--- src/rtl/eth_pause_pkg.sv ---
package eth_pause_pkg;

  localparam logic [47:0] PAUSE_DA   = 48'h0180_C200_0001;
  localparam logic [15:0] MAC_CTL_TY = 16'h8808;
  localparam logic [15:0] PAUSE_OPC  = 16'h0001;
  localparam int          HDR_LEN    = 18;
  localparam int          FCS_LEN    = 4;
  localparam int          CTL_BIT_REG  = 11;
  localparam int          CTL_BIT_ZERO = 12;

  typedef enum logic {QSEL_REG = 1'b0, QSEL_ZERO = 1'b1} qsel_e;

  // one byte through the reflected CRC-32 (LSB first)
  function automatic logic [31:0] crc32_step(logic [31:0] c, logic [7:0] d);
    logic [31:0] r;
    logic        fb;
    r = c;
    for (int i = 0; i < 8; i++) begin
      fb = r[0] ^ d[i];
      r  = r >> 1;
      if (fb) r = r ^ 32'hEDB8_8320;
    end
    return r;
  endfunction

  // header byte at position i; zero beyond the header (padding)
  function automatic logic [7:0] hdr_byte(int i, logic [47:0] sa, logic [15:0] q);
    logic [7:0] b;
    if (i < 6)        b = PAUSE_DA[8*(5-i) +: 8];
    else if (i < 12)  b = sa[8*(11-i) +: 8];
    else if (i == 12) b = MAC_CTL_TY[15:8];
    else if (i == 13) b = MAC_CTL_TY[7:0];
    else if (i == 14) b = PAUSE_OPC[15:8];
    else if (i == 15) b = PAUSE_OPC[7:0];
    else if (i == 16) b = q[15:8];
    else if (i == 17) b = q[7:0];
    else              b = 8'h00;
    return b;
  endfunction

endpackage

--- src/rtl/eth_pause_req.sv ---
module eth_pause_req
  import eth_pause_pkg::*;
#(
  parameter int SYNC_STAGES = 2
) (
  input  logic  clk,
  input  logic  rst_n,
  input  logic  ctl_go_reg,
  input  logic  ctl_go_zero,
  input  logic  ext_pause,
  input  logic  ext_pause_zero,
  input  logic  take,
  output logic  req_fire,
  output logic  pending,
  output qsel_e qsel
);

  logic [SYNC_STAGES-1:0] p_sync, z_sync;
  logic                   p_prev;
  logic                   toggle, ctl_req;
  qsel_e                  new_sel;

  always_ff @(posedge clk) begin
    if (!rst_n) begin
      p_sync <= '0;
      z_sync <= '0;
      p_prev <= 1'b0;
    end else begin
      p_sync <= {p_sync[SYNC_STAGES-2:0], ext_pause};
      z_sync <= {z_sync[SYNC_STAGES-2:0], ext_pause_zero};
      p_prev <= p_sync[SYNC_STAGES-1];
    end
  end

  assign toggle   = p_sync[SYNC_STAGES-1] ^ p_prev;
  assign ctl_req  = ctl_go_reg | ctl_go_zero;
  assign req_fire = ctl_req | toggle;

  always_comb begin
    if (ctl_req) new_sel = ctl_go_zero ? QSEL_ZERO : QSEL_REG;
    else         new_sel = z_sync[SYNC_STAGES-1] ? QSEL_ZERO : QSEL_REG;
  end

  always_ff @(posedge clk) begin
    if (!rst_n) begin
      pending <= 1'b0;
      qsel    <= QSEL_REG;
    end else if (req_fire) begin
      pending <= 1'b1;
      qsel    <= new_sel;
    end else if (take) begin
      pending <= 1'b0;
    end
  end

endmodule

--- src/rtl/eth_pause_fmt.sv ---
module eth_pause_fmt
  import eth_pause_pkg::*;
#(
  parameter int MIN_LEN = 60,
  parameter int IDXW    = 6
) (
  input  logic [IDXW-1:0] idx,
  input  logic [47:0]     sa,
  input  logic [15:0]     q,
  input  logic [31:0]     crc,
  output logic [7:0]      byte_o
);

  logic [IDXW-1:0] off;
  logic [31:0]     fcs;
  logic            unused_off;

  assign off        = idx - IDXW'(MIN_LEN);
  assign fcs        = ~crc;
  assign unused_off = ^off[IDXW-1:2];

  always_comb begin
    if (int'(idx) < MIN_LEN) byte_o = hdr_byte(int'(idx), sa, q);
    else                     byte_o = fcs[{off[1:0], 3'b000} +: 8];
  end

endmodule

--- src/rtl/eth_pause_tx.sv ---
module eth_pause_tx
  import eth_pause_pkg::*;
#(
  parameter int          MIN_LEN     = 60,
  parameter int          SYNC_STAGES = 2,
  parameter logic [15:0] QUANTA_RST  = 16'hFFFF
) (
  input  logic        clk,
  input  logic        rst_n,
  input  logic        ctl_wr,
  input  logic [31:0] ctl_wdata,
  input  logic        quanta_wr,
  input  logic [15:0] quanta_wdata,
  input  logic [47:0] src_addr,
  input  logic        ext_pause,
  input  logic        ext_pause_zero,
  input  logic        tx_idle,
  output logic        tx_valid,
  output logic [7:0]  tx_data,
  output logic        tx_last,
  output logic        stat_inc
);

  localparam int FRAME_LEN = MIN_LEN + FCS_LEN;
  localparam int IDXW      = $clog2(FRAME_LEN);
  localparam logic [IDXW-1:0] LAST_IDX = IDXW'(FRAME_LEN - 1);

  logic [15:0]     quanta_q, q_lat;
  logic [47:0]     sa_lat;
  logic [31:0]     crc_q;
  logic [IDXW-1:0] idx;
  logic            busy;
  logic            pending, req_fire, frame_start;
  qsel_e           qsel;
  logic [7:0]      cur_byte;
  logic            unused_ctl;

  assign unused_ctl = ^{ctl_wdata[31:CTL_BIT_ZERO+1], ctl_wdata[CTL_BIT_REG-1:0]};

  always_ff @(posedge clk) begin
    if (!rst_n)         quanta_q <= QUANTA_RST;
    else if (quanta_wr) quanta_q <= quanta_wdata;
  end

  eth_pause_req #(.SYNC_STAGES(SYNC_STAGES)) u_req (
    .clk            (clk),
    .rst_n          (rst_n),
    .ctl_go_reg     (ctl_wr & ctl_wdata[CTL_BIT_REG]),
    .ctl_go_zero    (ctl_wr & ctl_wdata[CTL_BIT_ZERO]),
    .ext_pause      (ext_pause),
    .ext_pause_zero (ext_pause_zero),
    .take           (frame_start),
    .req_fire       (req_fire),
    .pending        (pending),
    .qsel           (qsel)
  );

  assign frame_start = pending & tx_idle & ~busy;

  always_ff @(posedge clk) begin
    if (!rst_n) begin
      busy   <= 1'b0;
      idx    <= '0;
      crc_q  <= '1;
      q_lat  <= '0;
      sa_lat <= '0;
    end else if (frame_start) begin
      busy   <= 1'b1;
      idx    <= '0;
      crc_q  <= '1;
      q_lat  <= (qsel == QSEL_ZERO) ? 16'h0000 : quanta_q;
      sa_lat <= src_addr;
    end else if (busy) begin
      if (int'(idx) < MIN_LEN) crc_q <= crc32_step(crc_q, cur_byte);
      if (idx == LAST_IDX) busy <= 1'b0;
      idx <= idx + 1'b1;
    end
  end

  eth_pause_fmt #(.MIN_LEN(MIN_LEN), .IDXW(IDXW)) u_fmt (
    .idx    (idx),
    .sa     (sa_lat),
    .q      (q_lat),
    .crc    (crc_q),
    .byte_o (cur_byte)
  );

  assign tx_valid = busy;
  assign tx_data  = busy ? cur_byte : 8'h00;
  assign tx_last  = busy && (idx == LAST_IDX);
  assign stat_inc = tx_last;

endmodule

--- config.mk ---
export PLATFORM = sky130hd
export DESIGN_NAME = eth_pause_tx
export DESIGN_NICKNAME = d
export VERILOG_FILES = /design/src/rtl/eth_pause_pkg.sv /design/src/rtl/eth_pause_req.sv /design/src/rtl/eth_pause_fmt.sv /design/src/rtl/eth_pause_tx.sv
export SDC_FILE = /design/constraint.sdc
export NUM_CORES = 1
export LEC_CHECK = 0
export ABC_CLOCK_PERIOD_IN_PS = 3600
export CAP_MARGIN = 20
export CELL_PAD_IN_SITES_DETAIL_PLACEMENT = 0
export CELL_PAD_IN_SITES_GLOBAL_PLACEMENT = 1
export CORE_MARGIN = 5
export CORE_UTILIZATION = 38
export CTS_BUF_LIST = sky130_fd_sc_hd__clkbuf_8
export CTS_CLUSTER_DIAMETER = 60
export CTS_CLUSTER_SIZE = 14
export DETAILED_ROUTE_END_ITERATION = 12
export PLACE_DENSITY_LB_ADDON = 0.1
export SKIP_LAST_GASP = 1
export SLEW_MARGIN = 20
export SYNTH_ARGS = -nofsm -noshare
export SYNTH_HDL_FRONTEND = slang
export SYNTH_SLANG_ARGS = --single-unit
--- constraint.sdc ---
create_clock -name clk -period 3.6 [get_ports clk]
set_clock_uncertainty 0.2 [all_clocks]
set_input_delay 0.72 -clock clk [delete_from_list [all_inputs] [get_ports clk]]
set_output_delay 0.72 -clock clk [all_outputs]
set_load 0.1 [all_outputs]
==> qor.csv <==
stage,metric,value,unit
status,outcome,"complete, no violations",
sta,RSZ-0062 raised after global routing,yes,
detailed_routing,remaining antenna violation count,0,
detailed_routing,DR pass1 iterations,4,
setup_path,CP startpoint kind,flop,
sta,Final Hold Violating Endpoints,0,
sta,slew margin rel.,40.10,%
setup_path,crit path kind,reg2out,
synthesis,synthesized cell area,6494,sq um
pwr,Power Density,410.3,nW/um^2
global_routing,pin count of the biggest net entering global routing,73,
detailed_routing,"wirelength, routed",16480,um
synthesis,"FF+latch count, synth",126,
setup_path,Reg2Reg Depth,12,
hold_path,WHS Endpoint,u_req.z_sync[1],
pwr,LEAKAGE,3.034,nW
cts,CTS sink cnt,126,
hold_path,hold path depth,1,
synthesis,"Primary FF master, synth",dfxtp_1,
detailed_routing,wire per inst,16.04,um
cts,clk slew on worst S/H paths,0.07,ns
setup_path,sum of buffers and inverters on the critical path,3,
hold_path,worst min-delay path class,reg2reg,
die,Die H,140.7,um
sta,final setup fails,0,
synthesis,mux share of post-synthesis cell area,9.480,%
sta,slew at the pin closest to its max-slew limit,0.8957,ns
synthesis,"EDFF count, synth",0,
synthesis,register area share after synthesis,38.84,%
setup_path,"most used cell, CP",buf_12,
global_routing,total congestion overflow,0,
setup_path,WP data required,2.68,ns
global_routing,Tot GR Track Use,17.05,%
setup_path,"delay-heaviest family, CP",compound AO/OA/AOI/OAI gates,
pwr,Pint,2.466,mW
sta,min Tclk post-route,3.523,ns
place,Placer Congestion,0.8507,
detailed_routing,Via Count,5133,
die,Rows,47,
pwr,Reg power frac,44.9,%
cts,H-tree depth,4,
synthesis,Mean Syn Cell Area,9.264,sq um
pwr,Total Power,3.418,mW
synthesis,post-synth cell types,63,
pwr,sw frac,27.84,%
setup_path,R2R Setup Slk,0.23,ns
cts,worst-skew pair later-pin latency,0.45,ns
sta,Final Slew Violations,0,
setup_path,CP Depth,8,
synthesis,largest family of logic cells by synthesized area,compound AO/OA/AOI/OAI gates,
layout,"commonest non-fill, non-tap cell in the layout",nand2_1,
sta,Hold Slack,0.2384,ns
pwr,Comb pwr share,20.3,%
layout,final core occ,49.88,%
cts,clock buffer depth,2,
place,dpl hpwl,12240,um
detailed_routing,Via density,4.998,
sta,highest clock rate,0.2839,GHz
global_routing,first-pass GRT wire length,26980,um
synthesis,asr flop ratio synth,0,%
die,Die ar.,19800,sq um
synthesis,Synth Area in XOR/XNOR,11.64,%
setup_path,CP arrival,2.60,ns
pwr,Sw Pwr,0.9518,mW
global_routing,initial antenna violation count,0,
synthesis,simple-gate share of the synthesized area,15.70,%
setup_path,crit-path max FO,18,
synthesis,Synth Instances,701,
layout,share of cells above drive strength 1,17.35,%
detailed_routing,DRC Markers,0,
die,core area,16700,sq um
pwr,Peak supply drop,0.2040,mV
layout,number of diodes,0,
setup_path,r2r startpoint,idx[2],
cts,CTS tree,built,
cts,cts hold-fix bufs,0,
setup_path,CP cell instances,buf_12 > mux4_2 > a22oi_1 > o21ai_0 > a31oi_2 > buf_4 > nor2b_4 > buf_12,
synthesis,synthesized-area fraction occupied by adder cells,1.734,%
detailed_routing,DRT iter0 DRCs,275,
layout,most frequent cells in the layout,"nand2_1 (146), dfxtp_1 (122), clkdlybuf4s50_1 (71)",
global_routing,vias in the first global route,5286,
setup_path,CP peak stage delay,0.50,ns
layout,synthesis-to-layout area growth,28.29,%
cts,Root Driver,clkbuf_8,
sta,Final period util,97.86,%
place,PortBufs,83,
die,io pins,114,
flow_run,max_cap viols,0,
synthesis,syn_nets,813,
setup_path,endpoint class of the critical path,output port,
setup_path,reg-to-reg endpoint,crc_q[19],
pwr,Clock Power Share,34.8,%
die,Initial Util,38.88,%
synthesis,Synthesis Warnings,0,
setup_path,Critical-path top delay cell,mux4_2,
die,Die Wd,140.7,um
layout,fin nets,906,
cts,total CTS buffers,17,
hold_path,Hold Path Origin,u_req.z_sync[0],
synthesis,compound-cell area share of the yosys netlist,18.54,%
power groups by stage:
stage | clock network, mW | logic, mW | registers, mW
after global placement | 0 | 0.684 | 1.57
after detailed placement | 0 | 0.694 | 1.57
after global routing | 1.29 | 0.758 | 1.54
final | 1.19 | 0.692 | 1.53
after CTS | 1.23 | 0.700 | 1.54
after floorplan | 0 | 0.468 | 1.55
sequential cells by signal, summed over array words and instances (netlist names):
register	count
u_req.p_sync	2
q_lat	16
u_req.p_prev	1
sa_lat	48
u_req.qsel	1
u_req.z_sync	2
crc_q	32
quanta_q	16
idx	6
u_req.pending	1
tx_valid	1
layout make-up:
type	instances	area [sq um]
clock buffer	22	302.8
multi-input combinational	514	3809
clock inverter	10	87.58
inverter	8	30.03
fill	1592	8371
timing repair buffer	127	1291
tap	220	275.3
sequential	126	2535
cells in the mapped netlist (all sizes together) (2+ instances only):
master	number	share of area, %
nand2	146	8.4
dfxtp	126	39
xnor2	59	9.1
a21boi	48	5.5
clkbuf	37	2.1
mux2i	30	4.6
nor2	28	1.7
o211ai	22	2.8
xor2	17	2.5
buf	16	1.5
a22o	14	1.9
nor3	13	1.2
mux4	12	4.2
o21ai	11	0.85
ha	9	1.7
nor2b	9	0.87
a21oi	8	0.62
and2	8	0.77
inv	8	0.46
nand3	7	0.54
o22a	7	0.94
a31oi	6	0.67
a21o	5	0.58
a22oi	5	0.58
nand2b	5	0.48
a221o	4	0.62
mux2	4	0.69
a2111oi	3	0.69
nand3b	3	0.35
nor3b	3	0.35
o21a	3	0.35
o32ai	3	0.52
a32o	2	0.31
and3b	2	0.27
and4b	2	0.31
nor4	2	0.19
o211a	2	0.31
logic make-up after synthesis:
family	after synthesis
AOI/OAI and AO/OA	152
and+or+nand+nor	231
adders and majority gates	9
DFF	126
xor gates and xnor gates	76
buffers and inverters	61
muxes	46
routing by layer:
metal	wire [um]	track usage (%)
met5	0	0
met4	330	6.578
met3	735	4.267
met2	7878	28.33
met1	7533	21.35
worst max-delay path by stage:
stage           start          to
6_report       idx[2]  tx_data[4]
5_1_grt        idx[1]  tx_data[7]
4_1_cts        idx[2]  tx_data[7]
3_5_place_dp   idx[0]   crc_q[18]
3_3_place_gp   idx[0]   crc_q[18]
2_1_floorplan  idx[1]  tx_data[3]
worst reg2reg max path, stage by stage (launching register included):
cell      delay [ns]
dfxtp_4         0.38
ha_4            0.18
buf_4           0.16
and3_4          0.20
or4_1           0.53
o31ai_2         0.22
a221oi_2        0.09
buf_4           0.18
xnor2_4         0.28
xor2_1          0.33
xnor2_1         0.23
xnor2_1         0.12
o22a_1          0.16
through the flow:
step	setup slack (ns)	instance area, sq um	std cells	setup TNS [ns]
after floorplan	-0.1099	6538	701	-0.1099
after global placement	0.05404	7848	992	0
after detailed placement	-0.04461	7848	992	-0.04461
after CTS	0.01897	8318	1026	0
after global routing	-0.006438	8330	1027	-0.006438
final	0.07704	8330	1027	0
what timing repair did:
action,in CTS,in global routing
setup buffers,2,1
pin swaps,3,6
setup endpoints to repair,9,6
endpoints found under the hold margin,0,0
resized for setup,16,2
No activity file was read; power rests on OpenSTA's default activity.
